<file path="config.mk">
export PLATFORM = sky130hd
export DESIGN_NAME = irq_hub
export DESIGN_NICKNAME = d
export VERILOG_FILES = /design/src/rtl/irq_hub_pkg.sv /design/src/rtl/irq_gateway.sv /design/src/rtl/irq_ctx_arb.sv /design/src/rtl/irq_hub.sv
export SDC_FILE = /design/constraint.sdc
export NUM_CORES = 1
export LEC_CHECK = 0
export ABC_AREA = 1
export BUFFER_PORTS_ARGS = -buffer_cell sky130_fd_sc_hd__buf_4
export CORE_AREA = 10 10 319 352
export DETAILED_ROUTE_END_ITERATION = 12
export DIE_AREA = 0 0 329 362
export GPL_TIMING_DRIVEN = 1
export HOLD_SLACK_MARGIN = 0.15
export SLEW_MARGIN = 15
export SYNTH_ARGS = -nofsm -noshare
export SYNTH_HDL_FRONTEND = slang
export SYNTH_HIERARCHICAL = 1
export SYNTH_SLANG_ARGS = --single-unit
</file>
<file path="constraint.sdc">
create_clock -name clk_i -period 43.1 [get_ports clk_i]
set_input_delay 4.31 -clock clk_i [delete_from_list [all_inputs] [get_ports clk_i]]
set_output_delay 4.31 -clock clk_i [all_outputs]
set_load 0.1 [all_outputs]
</file>
<file path="src/rtl/irq_hub_pkg.sv">
package irq_hub_pkg;
  localparam logic [11:0] PRIO_PAGE = 12'h000;
  localparam logic [11:0] EN_PAGE   = 12'h002;
  localparam logic [2:0]  CTL_TOP   = 3'b001;
  localparam logic [11:0] OFS_THR   = 12'h000;
  localparam logic [11:0] OFS_CLAIM = 12'h004;

  typedef enum logic [2:0] {
    RG_NONE,
    RG_PRIO,
    RG_EN,
    RG_THR,
    RG_CLAIM
  } region_e;
endpackage

</file>
<file path="src/rtl/irq_gateway.sv">
module irq_gateway #(
  parameter bit EDGE = 1'b0
) (
  input  logic clk_i,
  input  logic rst_ni,
  input  logic src_i,
  input  logic claim_i,
  input  logic done_i,
  output logic pend_o,
  output logic busy_o
);
  logic src_q, trig;

  assign trig = EDGE ? (src_i & ~src_q) : src_i;

  always_ff @(posedge clk_i or negedge rst_ni) begin
    if (!rst_ni) begin
      src_q  <= 1'b0;
      pend_o <= 1'b0;
      busy_o <= 1'b0;
    end else begin
      src_q <= src_i;
      if (claim_i) begin
        pend_o <= 1'b0;
        busy_o <= 1'b1;
      end else begin
        if (done_i) busy_o <= 1'b0;
        // held off while claimed; re-sampled the cycle after completion
        if (!busy_o && !pend_o && trig) pend_o <= 1'b1;
      end
    end
  end
endmodule

</file>
<file path="src/rtl/irq_ctx_arb.sv">
module irq_ctx_arb #(
  parameter int N_SRC  = 31,
  parameter int PRIO_W = 3,
  parameter int ID_W   = 5
) (
  input  logic [N_SRC:0]             pend_i,
  input  logic [N_SRC:0]             en_i,
  input  logic [N_SRC:0][PRIO_W-1:0] prio_i,
  input  logic [PRIO_W-1:0]          thr_i,
  output logic [ID_W-1:0]            id_o,
  output logic                       irq_o
);
  logic [PRIO_W-1:0] best_p;

  always_comb begin
    id_o   = '0;
    best_p = '0;
    // ascending scan with strict compare keeps the lowest ID on ties
    for (int i = 1; i <= N_SRC; i++) begin
      if (pend_i[i] && en_i[i] && (prio_i[i] > thr_i) && (prio_i[i] > best_p)) begin
        id_o   = ID_W'(i);
        best_p = prio_i[i];
      end
    end
  end

  assign irq_o = (id_o != '0);
endmodule

</file>
<file path="src/rtl/irq_hub.sv">
module irq_hub
  import irq_hub_pkg::*;
#(
  parameter int N_SRC     = 31,
  parameter int N_CTX     = 2,
  parameter int PRIO_W    = 3,
  parameter bit EDGE_MODE = 1'b0
) (
  input  logic             clk_i,
  input  logic             rst_ni,
  input  logic [N_SRC:1]   src_i,
  input  logic             req_i,
  input  logic             we_i,
  input  logic [23:0]      addr_i,
  input  logic [31:0]      wdata_i,
  output logic [31:0]      rdata_o,
  output logic [N_CTX-1:0] irq_o
);
  localparam int ID_W    = $clog2(N_SRC + 1);
  localparam int N_WORDS = (N_SRC + 32) / 32;
  localparam int EN_W    = N_WORDS * 32;
  localparam int CTX_W   = (N_CTX > 1) ? $clog2(N_CTX) : 1;
  localparam int WRD_W   = (N_WORDS > 1) ? $clog2(N_WORDS) : 1;

  function automatic logic [EN_W-1:0] en_valid();
    logic [EN_W-1:0] m;
    for (int i = 0; i < EN_W; i++) m[i] = (i >= 1) && (i <= N_SRC);
    return m;
  endfunction
  localparam logic [EN_W-1:0] EN_MASK = en_valid();

  logic [N_SRC:0][PRIO_W-1:0]  prio_q;
  logic [N_CTX-1:0][EN_W-1:0]  en_q;
  logic [N_CTX-1:0][PRIO_W-1:0] thr_q;
  logic [N_CTX-1:0][ID_W-1:0]  best_id;
  logic [N_SRC:0]              pend, busy, claim_vec, done_vec;

  region_e           region;
  logic [ID_W-1:0]   a_src;
  logic [CTX_W-1:0]  a_ectx, a_cctx;
  logic [WRD_W-1:0]  a_word;
  logic              rd_en, wr_en;
  logic [31:0]       rd_d;

  assign rd_en  = req_i && !we_i;
  assign wr_en  = req_i && we_i;
  assign a_src  = addr_i[2 +: ID_W];
  assign a_ectx = addr_i[7 +: CTX_W];
  assign a_word = addr_i[2 +: WRD_W];
  assign a_cctx = addr_i[12 +: CTX_W];

  always_comb begin
    region = RG_NONE;
    if (addr_i[23:12] == PRIO_PAGE && addr_i[1:0] == 2'b00) begin
      if (int'(addr_i[11:2]) <= N_SRC) region = RG_PRIO;
    end else if (addr_i[23:12] == EN_PAGE && addr_i[1:0] == 2'b00) begin
      if (int'(addr_i[11:7]) < N_CTX && int'(addr_i[6:2]) < N_WORDS) region = RG_EN;
    end else if (addr_i[23:21] == CTL_TOP && int'(addr_i[20:12]) < N_CTX) begin
      if (addr_i[11:0] == OFS_THR)        region = RG_THR;
      else if (addr_i[11:0] == OFS_CLAIM) region = RG_CLAIM;
    end
  end

  // claim and completion pulses per source
  assign claim_vec[0] = 1'b0;
  assign done_vec[0]  = 1'b0;
  assign pend[0]      = 1'b0;
  assign busy[0]      = 1'b0;

  for (genvar i = 1; i <= N_SRC; i++) begin : g_src
    assign claim_vec[i] = rd_en && (region == RG_CLAIM) && (best_id[a_cctx] == ID_W'(i));
    assign done_vec[i]  = wr_en && (region == RG_CLAIM) && (wdata_i == 32'(i))
                          && busy[i] && en_q[a_cctx][i];
    irq_gateway #(.EDGE(EDGE_MODE)) u_gw (
      .clk_i  (clk_i),
      .rst_ni (rst_ni),
      .src_i  (src_i[i]),
      .claim_i(claim_vec[i]),
      .done_i (done_vec[i]),
      .pend_o (pend[i]),
      .busy_o (busy[i])
    );
  end

  for (genvar c = 0; c < N_CTX; c++) begin : g_ctx
    irq_ctx_arb #(.N_SRC(N_SRC), .PRIO_W(PRIO_W), .ID_W(ID_W)) u_arb (
      .pend_i(pend),
      .en_i  (en_q[c][N_SRC:0]),
      .prio_i(prio_q),
      .thr_i (thr_q[c]),
      .id_o  (best_id[c]),
      .irq_o (irq_o[c])
    );
  end

  always_comb begin
    rd_d = '0;
    unique case (region)
      RG_PRIO:  rd_d = 32'(prio_q[a_src]);
      RG_EN: begin
        for (int w = 0; w < N_WORDS; w++)
          if (int'(a_word) == w) rd_d = en_q[a_ectx][w*32 +: 32];
      end
      RG_THR:   rd_d = 32'(thr_q[a_cctx]);
      RG_CLAIM: rd_d = 32'(best_id[a_cctx]);
      default:  rd_d = '0;
    endcase
  end

  always_ff @(posedge clk_i or negedge rst_ni) begin
    if (!rst_ni) begin
      prio_q  <= '0;
      en_q    <= '0;
      thr_q   <= '0;
      rdata_o <= '0;
    end else begin
      if (rd_en) rdata_o <= rd_d;
      if (wr_en) begin
        if (region == RG_PRIO && a_src != '0)
          prio_q[a_src] <= wdata_i[PRIO_W-1:0];
        if (region == RG_EN) begin
          for (int w = 0; w < N_WORDS; w++)
            if (int'(a_word) == w)
              en_q[a_ectx][w*32 +: 32] <= wdata_i & EN_MASK[w*32 +: 32];
        end
        if (region == RG_THR)
          thr_q[a_cctx] <= wdata_i[PRIO_W-1:0];
      end
    end
  end
endmodule

</file>
==> results.yml <==
timing:
  worstMarginPinSlew_ns: 1.27
  setup_viol: 0
  report.final.slew_viol_count: 0
  hold_violations: 0
  min_period_ns: 40.47
  final.period_utilization_pct: 93.9
  fin_setup_tns_ns: 0
  fin_skew_ns: 0.0332
  max_freq_mhz: 24.7
  relSlewSlack_pct: 15.0
power_and_ir_drop:
  power_density_mw_per_mm2: 19.4
  ir_worst_vdd_mv: 0.0275
  p_leak_nw: 14.0
global_route:
  antenna_found_initial: 10
  grt_use_total_pct: 15.0
  grt_max_degree: 163
  grt_pass1_vias: 23500
  grt_pass1_wl_mm: 140
  overflow: 0
cells_and_area:
  area_growth_pct: 16.1
  fillCellCount: 11400
  multi_input_area_mm2: 0.0165
  nets: 4112
  stdcell_count: 5175
  ff_latch_area_mm2: 0.00646
  drive_gt1_share_pct: 18.0
clock_network:
  clkLatencyLatePin_ns: 0.62
  h-tree-depth: 1
  cts_buffer_depth: 3
  cts_tree: "built"
  cts-root-buf: "clkbuf_16"
  path_clk_slew_ns: 0.06
  clkSinkCount: 258
  numCtsBuffers: 30
  ctsHoldBuffers: 0
routing:
  drt_wl_total_mm: 93.6
  viasPerCell: 4.79
  first_pass_iters: 6
  vias: 24800
  wl_per_cell_um: 18.1
  antenna_left: 0
  drt-initial-drc-count: 2097
  drc: 0
floorplanning:
  rows: 125
  start_util_pct: 23.8
  core-area_mm2: 0.105
  ios: 125
  dieArea_mm2: 0.119
  fp.dieH_um: 362
  die_w_um: 329
place:
  portBuffers: 124
  dp_hpwl_mm: 71.7
  gp_congestion: 0.957
  place_inst: 5098
setup_path:
  crit_fanout: 16
  crit_slowest_cell: "dfrtp_1"
  cp_top_family: "simple AND/OR/NAND/NOR gates"
  arrival_ns: 36.16
  critPathBufInv: 36
  endpoint_kind: "primary output"
  setup.worst_path.class: "reg2out"
  path_common_cell: "nand2_1"
  required_ns: 38.79
  cp-start-kind: "register"
  critPathMaxStageDelay_ns: 0.41
  rrSetupSlack_ns: 6.00
synthesis:
  syn-cell-area_mm2: 0.0250
  syn_avg_cell_area_um2: 6.91
  syn_inst: 3624
  syn-num-nets: 3981
  ys_warn_count: 6
outcome:
  status: "finished clean"
min_path:
  hold_class: "reg2reg"
flow_run:
  drv_cap: 0
==> sequential cells by signal, summed over array words and instances (netlist names) <==
name	count
thr_q	6
prio_q	96
g_src.u_gw/busy_o	31
g_src.u_gw/pend_o	31
rdata_o	32
en_q	62
==> layout by cell type, fill, tap and decap left out, types with 8 or more instances in the layout <==
master / count
nand2_1: 955
inv_1: 422
ha_1: 266
dfrtp_1: 257
nand3_1: 246
nor2_1: 235
o21ai_0: 200
buf_4: 152
nand2_2: 131
o21ai_1: 111
inv_2: 86
a21oi_1: 67
nand4_1: 62
nand3_2: 62
or2_2: 50
nor3_1: 41
a211oi_1: 39
a21oi_2: 38
a311oi_1: 35
clkbuf_16: 32
o21bai_1: 31
nand2_4: 24
a22o_1: 23
nand3_4: 21
or2_1: 20
o21a_1: 18
nor2_2: 13
a31oi_1: 10
o21ai_2: 10
clkinv_1: 8
and2_1: 8
clkbuf_1: 8
==> per-layer routing <==
metal,track usage (%),routed length [µm]
met5,0,50
met4,5.00,3720
met3,2.97,7200
met2,23.7,40800
met1,20.2,41800
==> through the flow <==
stage                     hold WS (ns)  util, %  power (mW)  instance area [µm²]  setup slack, ns
after detailed placement         0.366     26.2       0.287                27500             1.29
after global routing             0.384     27.7       0.578                29100           -0.165
after global placement           0.365     26.2       0.287                27500             1.69
after floorplan                  0.429        -       0.263                25000             4.84
after CTS                        0.380     27.2       0.565                28600            0.541
final                            0.375     27.7       0.563                29100             2.63
==> repair_timing <==
item | CTS | global route
setup buffers | 0 | 20
hold endpoints to repair | 0 | 0
endpoints found under the setup margin | 0 | 2
gates resized for setup | 0 | 90
==> power breakdown <==
| part | leakage [nW] | internal, mW | switching [mW] |
|---|---|---|---|
| Combinational | 10.2 | 0.0107 | 0.0306 |
| Sequential | 3.28 | 0.242 | 0.000000319 |
| Clock | 0.517 | 0.168 | 0.111 |
==> final timing paths <==
| check | startpoint | endpoint | cells after the start |
|---|---|---|---|
| hold / removal | prio_q[1] | prio_q[1] | 0 |
| setup reg to reg | thr_q[5] | g_src[8].u_gw/busy_o | 261 |
| hold reg to reg | prio_q[1] | prio_q[1] | 0 |
| min in group asynchronous | rst_ni | en_q[25] | 1 |
| max in group asynchronous | rst_ni | thr_q[0] | 2 |
| setup / recovery | thr_q[5] | irq_o[1] | 259 |
==> final cells by class <==
| type | instances | area share, % |
|---|---|---|
| multi-input cells | 2783 | 56.8 |
| flip-flops and latches | 258 | 22.2 |
| inverters | 523 | 6.81 |
| well taps | 1397 | 6.01 |
| repair buffers | 159 | 4.42 |
| clock buffers | 44 | 2.97 |
| clock inverters | 9 | 0.697 |
| diodes | 2 | 0.0172 |
(Power assumes the default switching activity.)
